[src/rtl/rsp_scrub_pkg.sv]
package rsp_scrub_pkg;

    // Control state shared by the handshake tracker.
    typedef struct packed {
        logic pend;      // response outstanding on D channel
        logic rd_first;  // one-latency: first response cycle of a read
        logic wr_first;  // one-latency: first response cycle of a write
        logic ierr;      // internal error captured at acceptance
    } ctrl_state_t;

    localparam ctrl_state_t CTRL_RESET = '{pend: 1'b0, rd_first: 1'b0,
                                           wr_first: 1'b0, ierr: 1'b0};

endpackage

[src/rtl/rsp_scrub_ctrl.sv]
module rsp_scrub_ctrl
    import rsp_scrub_pkg::*;
#(
    parameter int LATENCY = 0
) (
    input  logic clk,
    input  logic rst_n,
    input  logic req_valid,
    input  logic req_write,
    input  logic int_err,
    input  logic rsp_ready,
    output logic req_ready,
    output logic rsp_valid,
    output logic accept,
    output logic done,
    output logic rd_first,
    output logic wr_first,
    output logic ierr_q
);

    localparam bit LAT1 = (LATENCY != 0);

    ctrl_state_t st_d, st_q;

    always_comb begin
        req_ready = !st_q.pend || rsp_ready;
        accept    = req_valid && req_ready;
        done      = st_q.pend && rsp_ready;

        st_d = st_q;
        if (accept) begin
            st_d.pend = 1'b1;
        end else if (done) begin
            st_d.pend = 1'b0;
        end
        st_d.rd_first = LAT1 && accept && !req_write;
        st_d.wr_first = LAT1 && accept && req_write;
        st_d.ierr     = accept ? int_err : st_q.ierr;
    end

    always_ff @(posedge clk or negedge rst_n) begin
        if (!rst_n) begin
            st_q <= CTRL_RESET;
        end else begin
            st_q <= st_d;
        end
    end

    assign rsp_valid = st_q.pend;
    assign rd_first  = st_q.rd_first;
    assign wr_first  = st_q.wr_first;
    assign ierr_q    = st_q.ierr;

    // a stalled response keeps its valid
    a_r5_valid_hold: assert property (@(posedge clk) disable iff (!rst_n)
        rsp_valid && !rsp_ready |=> rsp_valid);

    // nothing new is taken while a response is stalled
    a_r6_one_outstanding: assert property (@(posedge clk) disable iff (!rst_n)
        rsp_valid && !rsp_ready |-> !accept);

    // a first-cycle flag only follows an acceptance
    a_r2_first_after_accept: assert property (@(posedge clk) disable iff (!rst_n)
        (rd_first || wr_first) |-> $past(accept) && rsp_valid);

endmodule

[src/rtl/rsp_scrub_dpath.sv]
module rsp_scrub_dpath #(
    parameter int DW      = 32,
    parameter int LATENCY = 0
) (
    input  logic          clk,
    input  logic          rst_n,
    input  logic          accept,
    input  logic          done,
    input  logic          req_write,
    input  logic          int_err,
    input  logic          rd_first,
    input  logic          wr_first,
    input  logic          ierr_q,
    input  logic [DW-1:0] dev_rdata,
    input  logic          dev_err,
    output logic [DW-1:0] hold_data,
    output logic          hold_err,
    output logic [DW-1:0] live_data,
    output logic          live_err
);

    localparam logic [DW-1:0] ONES = {DW{1'b1}};

    typedef struct packed {
        logic [DW-1:0] data;
        logic          err;
    } hold_t;

    hold_t h_d, h_q;
    logic  cap_err;
    logic  [DW-1:0] cap_data;

    // Capture path used by the zero-latency variant and the live path
    // used by the one-latency variant; generate picks which feeds the hold.
    always_comb begin
        cap_err  = dev_err || int_err;
        cap_data = (cap_err || req_write) ? ONES : dev_rdata;
        live_err  = dev_err || ierr_q;
        live_data = (live_err || wr_first) ? ONES : dev_rdata;
    end

    generate
        if (LATENCY == 0) begin : g_lat0
            always_comb begin
                h_d = h_q;
                if (accept) begin
                    h_d.data = cap_data;
                    h_d.err  = cap_err;
                end else if (done) begin
                    h_d.data = ONES;
                end
            end
        end else begin : g_lat1
            logic first;
            assign first = rd_first || wr_first;
            always_comb begin
                h_d = h_q;
                if (done && !accept) begin
                    h_d.data = ONES;
                end else if (first) begin
                    h_d.data = live_data;
                    h_d.err  = live_err;
                end
            end
        end
    endgenerate

    always_ff @(posedge clk or negedge rst_n) begin
        if (!rst_n) begin
            h_q <= '0;
        end else begin
            h_q <= h_d;
        end
    end

    assign hold_data = h_q.data;
    assign hold_err  = h_q.err;

    // a finished response with no follow-up leaves ones in the hold
    a_r7_hold_scrubbed: assert property (@(posedge clk) disable iff (!rst_n)
        done && !accept |=> hold_data == ONES);

endmodule

[src/rtl/rsp_scrub_outsel.sv]
module rsp_scrub_outsel #(
    parameter int DW      = 32,
    parameter int LATENCY = 0
) (
    input  logic          rd_first,
    input  logic          wr_first,
    input  logic [DW-1:0] hold_data,
    input  logic          hold_err,
    input  logic [DW-1:0] live_data,
    input  logic          live_err,
    output logic [DW-1:0] rsp_data,
    output logic          rsp_err
);

    generate
        if (LATENCY == 0) begin : g_reg_only
            assign rsp_data = hold_data;
            assign rsp_err  = hold_err;
        end else begin : g_pass
            logic first;
            assign first    = rd_first || wr_first;
            assign rsp_data = first ? live_data : hold_data;
            assign rsp_err  = first ? live_err : hold_err;
        end
    endgenerate

endmodule

[src/rtl/rsp_scrub_adapter.sv]
module rsp_scrub_adapter #(
    parameter int DW      = 32,
    parameter int LATENCY = 0
) (
    input  logic          clk,
    input  logic          rst_n,
    input  logic          req_valid,
    output logic          req_ready,
    input  logic          req_write,
    input  logic          int_err,
    output logic          dev_req,
    output logic          dev_write,
    input  logic [DW-1:0] dev_rdata,
    input  logic          dev_err,
    output logic          rsp_valid,
    input  logic          rsp_ready,
    output logic [DW-1:0] rsp_data,
    output logic          rsp_err
);

    localparam logic [DW-1:0] ONES = {DW{1'b1}};

    logic          accept, done, rd_first, wr_first, ierr_q;
    logic [DW-1:0] hold_data, live_data;
    logic          hold_err, live_err;

    rsp_scrub_ctrl #(.LATENCY(LATENCY)) u_ctrl (
        .clk(clk), .rst_n(rst_n),
        .req_valid(req_valid), .req_write(req_write), .int_err(int_err),
        .rsp_ready(rsp_ready), .req_ready(req_ready), .rsp_valid(rsp_valid),
        .accept(accept), .done(done), .rd_first(rd_first),
        .wr_first(wr_first), .ierr_q(ierr_q)
    );

    rsp_scrub_dpath #(.DW(DW), .LATENCY(LATENCY)) u_dpath (
        .clk(clk), .rst_n(rst_n),
        .accept(accept), .done(done), .req_write(req_write),
        .int_err(int_err), .rd_first(rd_first), .wr_first(wr_first),
        .ierr_q(ierr_q), .dev_rdata(dev_rdata), .dev_err(dev_err),
        .hold_data(hold_data), .hold_err(hold_err),
        .live_data(live_data), .live_err(live_err)
    );

    rsp_scrub_outsel #(.DW(DW), .LATENCY(LATENCY)) u_outsel (
        .rd_first(rd_first), .wr_first(wr_first),
        .hold_data(hold_data), .hold_err(hold_err),
        .live_data(live_data), .live_err(live_err),
        .rsp_data(rsp_data), .rsp_err(rsp_err)
    );

    assign dev_req   = accept;
    assign dev_write = req_write;

    // stalled response data and error are frozen
    a_r5_stable: assert property (@(posedge clk) disable iff (!rst_n)
        rsp_valid && !rsp_ready |=> $stable(rsp_data) && $stable(rsp_err));

    // bus scrubbed to ones after a lone response handshake
    a_r7_scrub: assert property (@(posedge clk) disable iff (!rst_n)
        rsp_valid && rsp_ready && !(req_valid && req_ready)
        |=> !rsp_valid && rsp_data == ONES);

    // a write answers with all ones
    a_r3_write_ones: assert property (@(posedge clk) disable iff (!rst_n)
        req_valid && req_ready && req_write |=> rsp_valid && rsp_data == ONES);

    // an internal error is reported on the response
    a_r4_int_err: assert property (@(posedge clk) disable iff (!rst_n)
        req_valid && req_ready && int_err |=> rsp_err);

    // overlapped handshake presents the next response
    a_r8_overlap: assert property (@(posedge clk) disable iff (!rst_n)
        rsp_valid && rsp_ready && req_valid && req_ready |=> rsp_valid);

endmodule

[config.mk]
export PLATFORM = sky130hd
export DESIGN_NAME = rsp_scrub_adapter
export DESIGN_NICKNAME = d
export VERILOG_FILES = /design/src/rtl/rsp_scrub_pkg.sv /design/src/rtl/rsp_scrub_ctrl.sv /design/src/rtl/rsp_scrub_dpath.sv /design/src/rtl/rsp_scrub_outsel.sv /design/src/rtl/rsp_scrub_adapter.sv
export SDC_FILE = /design/constraint.sdc
export NUM_CORES = 1
export LEC_CHECK = 0
export ABC_CLOCK_PERIOD_IN_PS = 2000
export BUFFER_PORTS_ARGS = -buffer_cell sky130_fd_sc_hd__buf_2
export CELL_PAD_IN_SITES_DETAIL_PLACEMENT = 1
export CELL_PAD_IN_SITES_GLOBAL_PLACEMENT = 1
export CORE_UTILIZATION = 34
export CTS_CLUSTER_SIZE = 40
export DETAILED_ROUTE_END_ITERATION = 8
export PLACE_DENSITY_LB_ADDON = 0.1
export SLEW_MARGIN = 30
export SYNTH_ARGS = -nofsm -noshare
export SYNTH_HDL_FRONTEND = slang
export SYNTH_SLANG_ARGS = --single-unit
export TNS_END_PERCENT = 100
[constraint.sdc]
create_clock -name clk -period 2 [get_ports clk]
set_input_delay 0.3 -clock clk [delete_from_list [all_inputs] [get_ports clk]]
set_output_delay 0.3 -clock clk [all_outputs]
set_load 0.005 [all_outputs]
==> flow_summary_export.csv, run 1 <==
group,metric,value,unit
outcome,status,"finished, final reports clean",
die,initial_core_util,36.6,%
setup_path,endpoint,"dev_req",
placed_design,io_buffer_count,75,
sta,finalHoldViolations,0,
synthesis,synth-seq-cells,34,
cts,cts_hold_buf,0,
setup_path,crit_fanout,5,
synthesis,ys_seq_area_share,67.5,%
cts,clk_path_buf_depth,2,
route,wl,2.92,mm
finish,antenna_cells,0,
sta,drv_slew,0,
flow_run,max-cap-violations,0,
die,die-area,0.00395,mm2
finish,layout_commonest_cell,"buf_2",
global_route,track_usage,15.6,%
die,ioPinCount,76,
sta,rsz0062_at_grt,"no",
route,drt_iter0_markers,66,
cts,clock_latency,280,ps
finish,layout_common_cells,"buf_2 (75), dfrtp_1 (34), o22a_1 (32)",
power_and_ir_drop,leakagePower,0.678,nW
route,route.detailed.drc,0,
route,top_layer_used,"met4",
route,dr_wl_met2,1.41,mm
die,rows,21,
finish,layout.area.seq,851,um2
finish,area_growth,37.1,%
sta,finalCritPeriodShare,69.5,%
global_route,grt_max_degree,35,
synthesis,avgSynthCellArea,15.6,um2
finish,nets,196,
sta,tightestPinTransition,771,ps
setup_path,startpoint,"u_ctrl.rsp_valid$_DFFE_PN0P_",
sta,fmaxAchievable,720,MHz
cts,h-tree-depth,2,
route,viasPerCell,4.94,
global_route,grt_pass1_vias,998,
sta,tns,0,ps
cts,cts-root-buf,"clkbuf_8",
setup_path,cp-end-kind,"output port",
cts,post-cts-setup-buffer-count,0,
sta,clock_skew,4.83,ps
cts,cts_tree,"yes",
setup_path,r2r_cells,2,
setup_path,timing.rr.end,"u_dpath.hold_data[28]$_DFFE_PN0P_",
cts,clk_pin_slew,60,ps
setup_path,cp.arrival,1090,ps
global_route,grt_pass1_wl,4.71,mm
setup_path,r2r-start,"u_ctrl.rsp_valid$_DFFE_PN0P_",
finish,fillers,392,
cts,cts_resized,0,
cts,numClockSinks,34,
die,die_h,62.9,um
finish,multi_input_area,345,um2
route,ant_nets,0,
global_route,overflow,0,
placed_design,pre_cts_slack,662,ps
setup_path,start_kind,"flop",
setup_path,required,1700,ps
route,wl_met1,1.26,mm
sta,relSlewSlack,48.6,%
synthesis,yosys_warnings,0,
setup_path,rrSetupSlack,750,ps
power_and_ir_drop,power_density,789,mW/mm2
power_and_ir_drop,max-vdd-ir-drop,0.491,mV
cts,cts_buffers,5,
setup_path,crit_type,"flop to output port",
sta,layout_min_cycle_time,1390,ps
placed_design,place.gp.congestion,0.684,
synthesis,synthCells,81,
synthesis,syn-num-nets,120,
sta,finalSetupViolations,0,
route,via_count,1008,
die,die_w,62.9,um
min_path,worstHoldPathType,"input pin to asynchronous set/reset pin",
route,routedWlPerCell,14.3,um
sta,setup_slack,610,ps
route,first_pass_iters,3,
synthesis,synth.distinct_cells,11,
die,core,0.00344,mm2
synthesis,synth_area,0.00126,mm2
global_route,antenna_found_initial,0,
route,routed-wl-met3,203,um
finish,drive_above_1_share,54.4,%
==> through the flow <==
stage | utilization, % | instances | hold slack, ps | instance area [um2] | power (mW)
2_1_floorplan | - | 81 | 4.41 | 1260 | 0.802
3_3_place_gp | 47.5 | 196 | 408 | 1640 | 0.876
3_5_place_dp | 47.5 | 196 | 405 | 1640 | 0.880
4_1_cts | 50.2 | 204 | 105 | 1730 | 1.39
5_1_grt | 50.2 | 204 | 154 | 1730 | 1.43
6_report | 50.2 | 204 | 98.0 | 1730 | 1.36
==> critical path, stage by stage, from the launching register on <==
cell and delay, ps:
dfrtp_1 390, nand2b_2 110, and2_1 180, buf_2 130
==> worst min-delay path by stage <==
stage	from	to	slack, ps
2_1_floorplan	rst_n	u_ctrl.rsp_valid$_DFFE_PN0P_	4
3_3_place_gp	rst_n	u_dpath.hold_err$_DFFE_PN0N_	410
3_5_place_dp	rst_n	u_dpath.hold_err$_DFFE_PN0N_	400
4_1_cts	rst_n	u_dpath.hold_data[27]$_DFFE_PN0P_	100
5_1_grt	rst_n	u_dpath.hold_data[6]$_DFFE_PN0P_	150
6_report	rst_n	u_dpath.hold_err$_DFFE_PN0N_	100
==> sequential cells by signal, indices dropped and copies added (netlist names) <==
| name | flops |
|---|---|
| u_ctrl.rsp_valid | 1 |
| u_dpath.hold_err | 1 |
| u_dpath.hold_data | 32 |
==> cells in the mapped netlist <==
cell type	number	area share, %
a21oi_1	2	0.79
o22a_1	32	22
buf_4	4	2.4
and2_1	1	0.50
nand2b_1	1	0.50
nor2_1	1	0.30
dfrtp_1	34	68
buf_6	3	2.7
nand2b_2	1	0.70
mux2_4	1	1.2
nand4b_2	1	1.2
==> area by class of cell <==
| cell class | count | share of cell area [%] |
|---|---|---|
| Sequential cell | 34 | 49.2 |
| Clock buffer | 7 | 5.00 |
| Clock inverter | 1 | 0.290 |
| Multi-Input combinational cell | 40 | 20.0 |
| Tap cell | 46 | 3.33 |
| Timing Repair Buffer | 76 | 22.2 |
==> layer usage <==
| layer | up-vias | GRT usage [%] |
|---|---|---|
| met4 | 0 | 6.98 |
| li1 | 458 | - |
| met1 | 496 | 18.8 |
| met3 | 6 | 5.29 |
| met5 | - | 0 |
| met2 | 48 | 24.9 |
==> logic make-up (layout without fill, tap and decap cells) <==
| group | Yosys count | after routing | synth area share [%] |
|---|---|---|---|
| multiplexers | 1 | 1 | 1.19 |
| AND/OR/NAND/NOR | 5 | 5 | 3.18 |
| buffers and inverters | 7 | 84 | 5.06 |
| flip-flops | 34 | 34 | 67.5 |
| AO/OA/AOI/OAI | 34 | 34 | 23.0 |
==> power breakdown <==
| group | switching, mW | internal (mW) |
|---|---|---|
| sequential | 0.0127 | 0.712 |
| clock | 0.222 | 0.277 |
| combinational | 0.0703 | 0.0698 |
(Power assumes the default switching activity.)
==> inputs of run 2 (changes only) <==
Settings changed: ABC_CLOCK_PERIOD_IN_PS 2000 to 1230, CORE_UTILIZATION 34 to 29.
Clock period 2 ns to 1.23 ns, I/O delays scaled along.
==> run 2 against run 1 <==
Effect of this change:
- the flow now finishes with violations (negative setup slack)
- sequential cell count did not move
- clock power rose by 67%
- clock skew barely moved
- global-route usage rose by 0.62 points
- worst hold slack improved by 11 ps
- critical endpoint unchanged
==> flow_summary_export.csv, run 2 (same netlist as run 1, synthesis figures left out) <==
group,metric,value,unit
placed_design,place.gp.congestion,0.633,
finish,final_core_util,44.4,%
global_route,grt_pass1_vias,1026,
setup_path,path_buf_inv,1,
cts,numClockSinks,34,
sta,relSlewSlack,73.7,%
setup_path,cp_slowest_cell,"dfrtp_2",
power_and_ir_drop,max-vdd-ir-drop,0.472,mV
setup_path,critPathTopFamily,"flip-flops",
min_path,worstHoldPathType,"input pin to flop",
route,route.detailed.drc,0,
flow_run,max-cap-violations,0,
outcome,failed_checks,"negative setup slack",
placed_design,place_inst,201,
finish,area_growth,43.9,%
setup_path,crit_type,"flop to output port",
die,die_w,67.9,um
setup_path,path_cells,"nand2b_4 > and2_4 > buf_6",
power_and_ir_drop,power,2.27,mW
sta,clock_skew,4.46,ps
finish,multi_input_area,368,um2
route,ant_nets,0,
sta,finalSetupViolations,1,
power_and_ir_drop,leakagePower,0.720,nW
global_route,overflow,0,
route,first_pass_iters,4,
finish,layout.area.seq,852,um2
cts,cts_tree,"yes",
route,wl,3.38,mm
sta,drv_slew,0,
finish,drive_above_1_share,56.2,%
global_route,antenna_found_initial,0,
die,rows,23,
setup_path,required,1050,ps
global_route,grt_max_degree,33,
die,core,0.00409,mm2
finish,antenna_cells,0,
sta,tightestPinTransition,395,ps
setup_path,cp-end-kind,"output port",
placed_design,pre_cts_slack,-32.0,ps
finish,nets,200,
setup_path,slowest_delay,460,ps
power_and_ir_drop,power_density,1250,mW/mm2
global_route,grt_pass1_wl,5.12,mm
sta,setup_slack,-40.5,ps
cts,clk_pin_slew,70,ps
global_route,track_usage,16.2,%
finish,largest_reg_flops,32,
setup_path,crit_fanout,5,
cts,clock_latency,280,ps
route,routedWlPerCell,15.9,um
cts,h-tree-depth,2,
finish,layout_commonest_cell,"buf_2",
die,initial_core_util,30.8,%
route,viasPerCell,4.86,
die,ioPinCount,76,
setup_path,start_kind,"flop",
finish,layout_common_cells,"buf_2 (74), dfrtp_1 (33), o22a_1 (32)",
route,drt_iter0_markers,25,
placed_design,io_buffer_count,75,
sta,finalCritPeriodShare,103,%
sta,fmaxAchievable,787,MHz
cts,cts_buffers,5,
route,via_count,1031,
cts,clk_path_buf_depth,2,
setup_path,cp.arrival,1090,ps
finish,finalNonFillerCells,212,
outcome,status,"finished, violations left",
cts,cts-root-buf,"clkbuf_8",
sta,rsz0062_at_grt,"yes",
sta,finalHoldViolations,0,
placed_design,dp_hpwl,2.34,mm
die,die-area,0.00461,mm2
die,die_h,67.9,um
sta,layout_min_cycle_time,1270,ps
finish,fillers,470,
[run 2: changes by cell type in the layout (fill, tap and decap cells not counted)]
cell | before | now
buf_12 | 0 | 2
and2_1 | 1 | 0
and2_4 | 0 | 1
buf_2 | 75 | 74
buf_6 | 0 | 1
dfrtp_1 | 34 | 33
dfrtp_2 | 0 | 1
dlygate4sd3_1 | 0 | 1
mux2_4 | 1 | 2
nand2b_2 | 1 | 0
nand2b_4 | 0 | 1
[run 2: metal layers]
layer  GRT usage [%]  vias up  part of all wire, %
met1            18.8      506                   37
met4            8.59        0                  2.2
met3            5.00        7                  8.3
met5               0        -                    0
li1                -      471                    -
met2            26.6       47                   52
[run 2: where the power goes]
| part | switching, mW | internal (mW) |
|---|---|---|
| clock network | 0.380 | 0.451 |
| registers | 0.0237 | 1.16 |
| logic | 0.124 | 0.137 |
| total | 0.528 | 1.75 |
[run 2: repair_timing]
item / 4_1_cts / 5_1_grt
setup buffers: 0 / 1
gates cloned: 1 / 0
setup endpoints to repair: 33 / 33
hold buffers: 1 / 0
endpoints found under the hold margin: 15 / 0
resized for setup: 5 / 0
[run 2: path summary, 6_finish.rpt]
check | from | end | slack (ps) | depth (start not counted)
max in group asynchronous | rst_n | u_ctrl.rsp_valid$_DFFE_PN0P_ | 430 | 3
hold reg to reg | u_dpath.hold_data[23]$_DFFE_PN0P_ | u_dpath.hold_data[23]$_DFFE_PN0P_ | 500 | 1
hold / removal | dev_rdata[25] | u_dpath.hold_data[25]$_DFFE_PN0P_ | 110 | 2
min in group asynchronous | rst_n | u_dpath.hold_data[19]$_DFFE_PN0P_ | 360 | 2
setup reg to reg | u_ctrl.rsp_valid$_DFFE_PN0P_ | u_dpath.hold_data[24]$_DFFE_PN0P_ | 10 | 2
setup / recovery | u_ctrl.rsp_valid$_DFFE_PN0P_ | dev_req | -40 | 3
[run 2: area by class of cell]
| cell class | count | area share, % |
|---|---|---|
| repair buffers | 79 | 24.2 |
| clock inverters | 1 | 0.276 |
| flip-flops and latches | 34 | 47.0 |
| multi-input cells | 41 | 20.3 |
| clock buffers | 7 | 4.76 |
| well taps | 50 | 3.45 |
[run 2: per-stage QoR]
step	hold WS (ps)	cell area, um2	setup TNS (ps)
finish	109	1810	-40.5
floorplan	-111	1260	0
global route	105	1810	-1090
detailed placement	132	1670	-311
global placement	121	1670	0
CTS	98.2	1810	-77.3
[run 2: worst register-to-register path: stages (launching register included)]
cell	delay (ps)
dfrtp_2	460
mux2_4	420
o22a_1	240
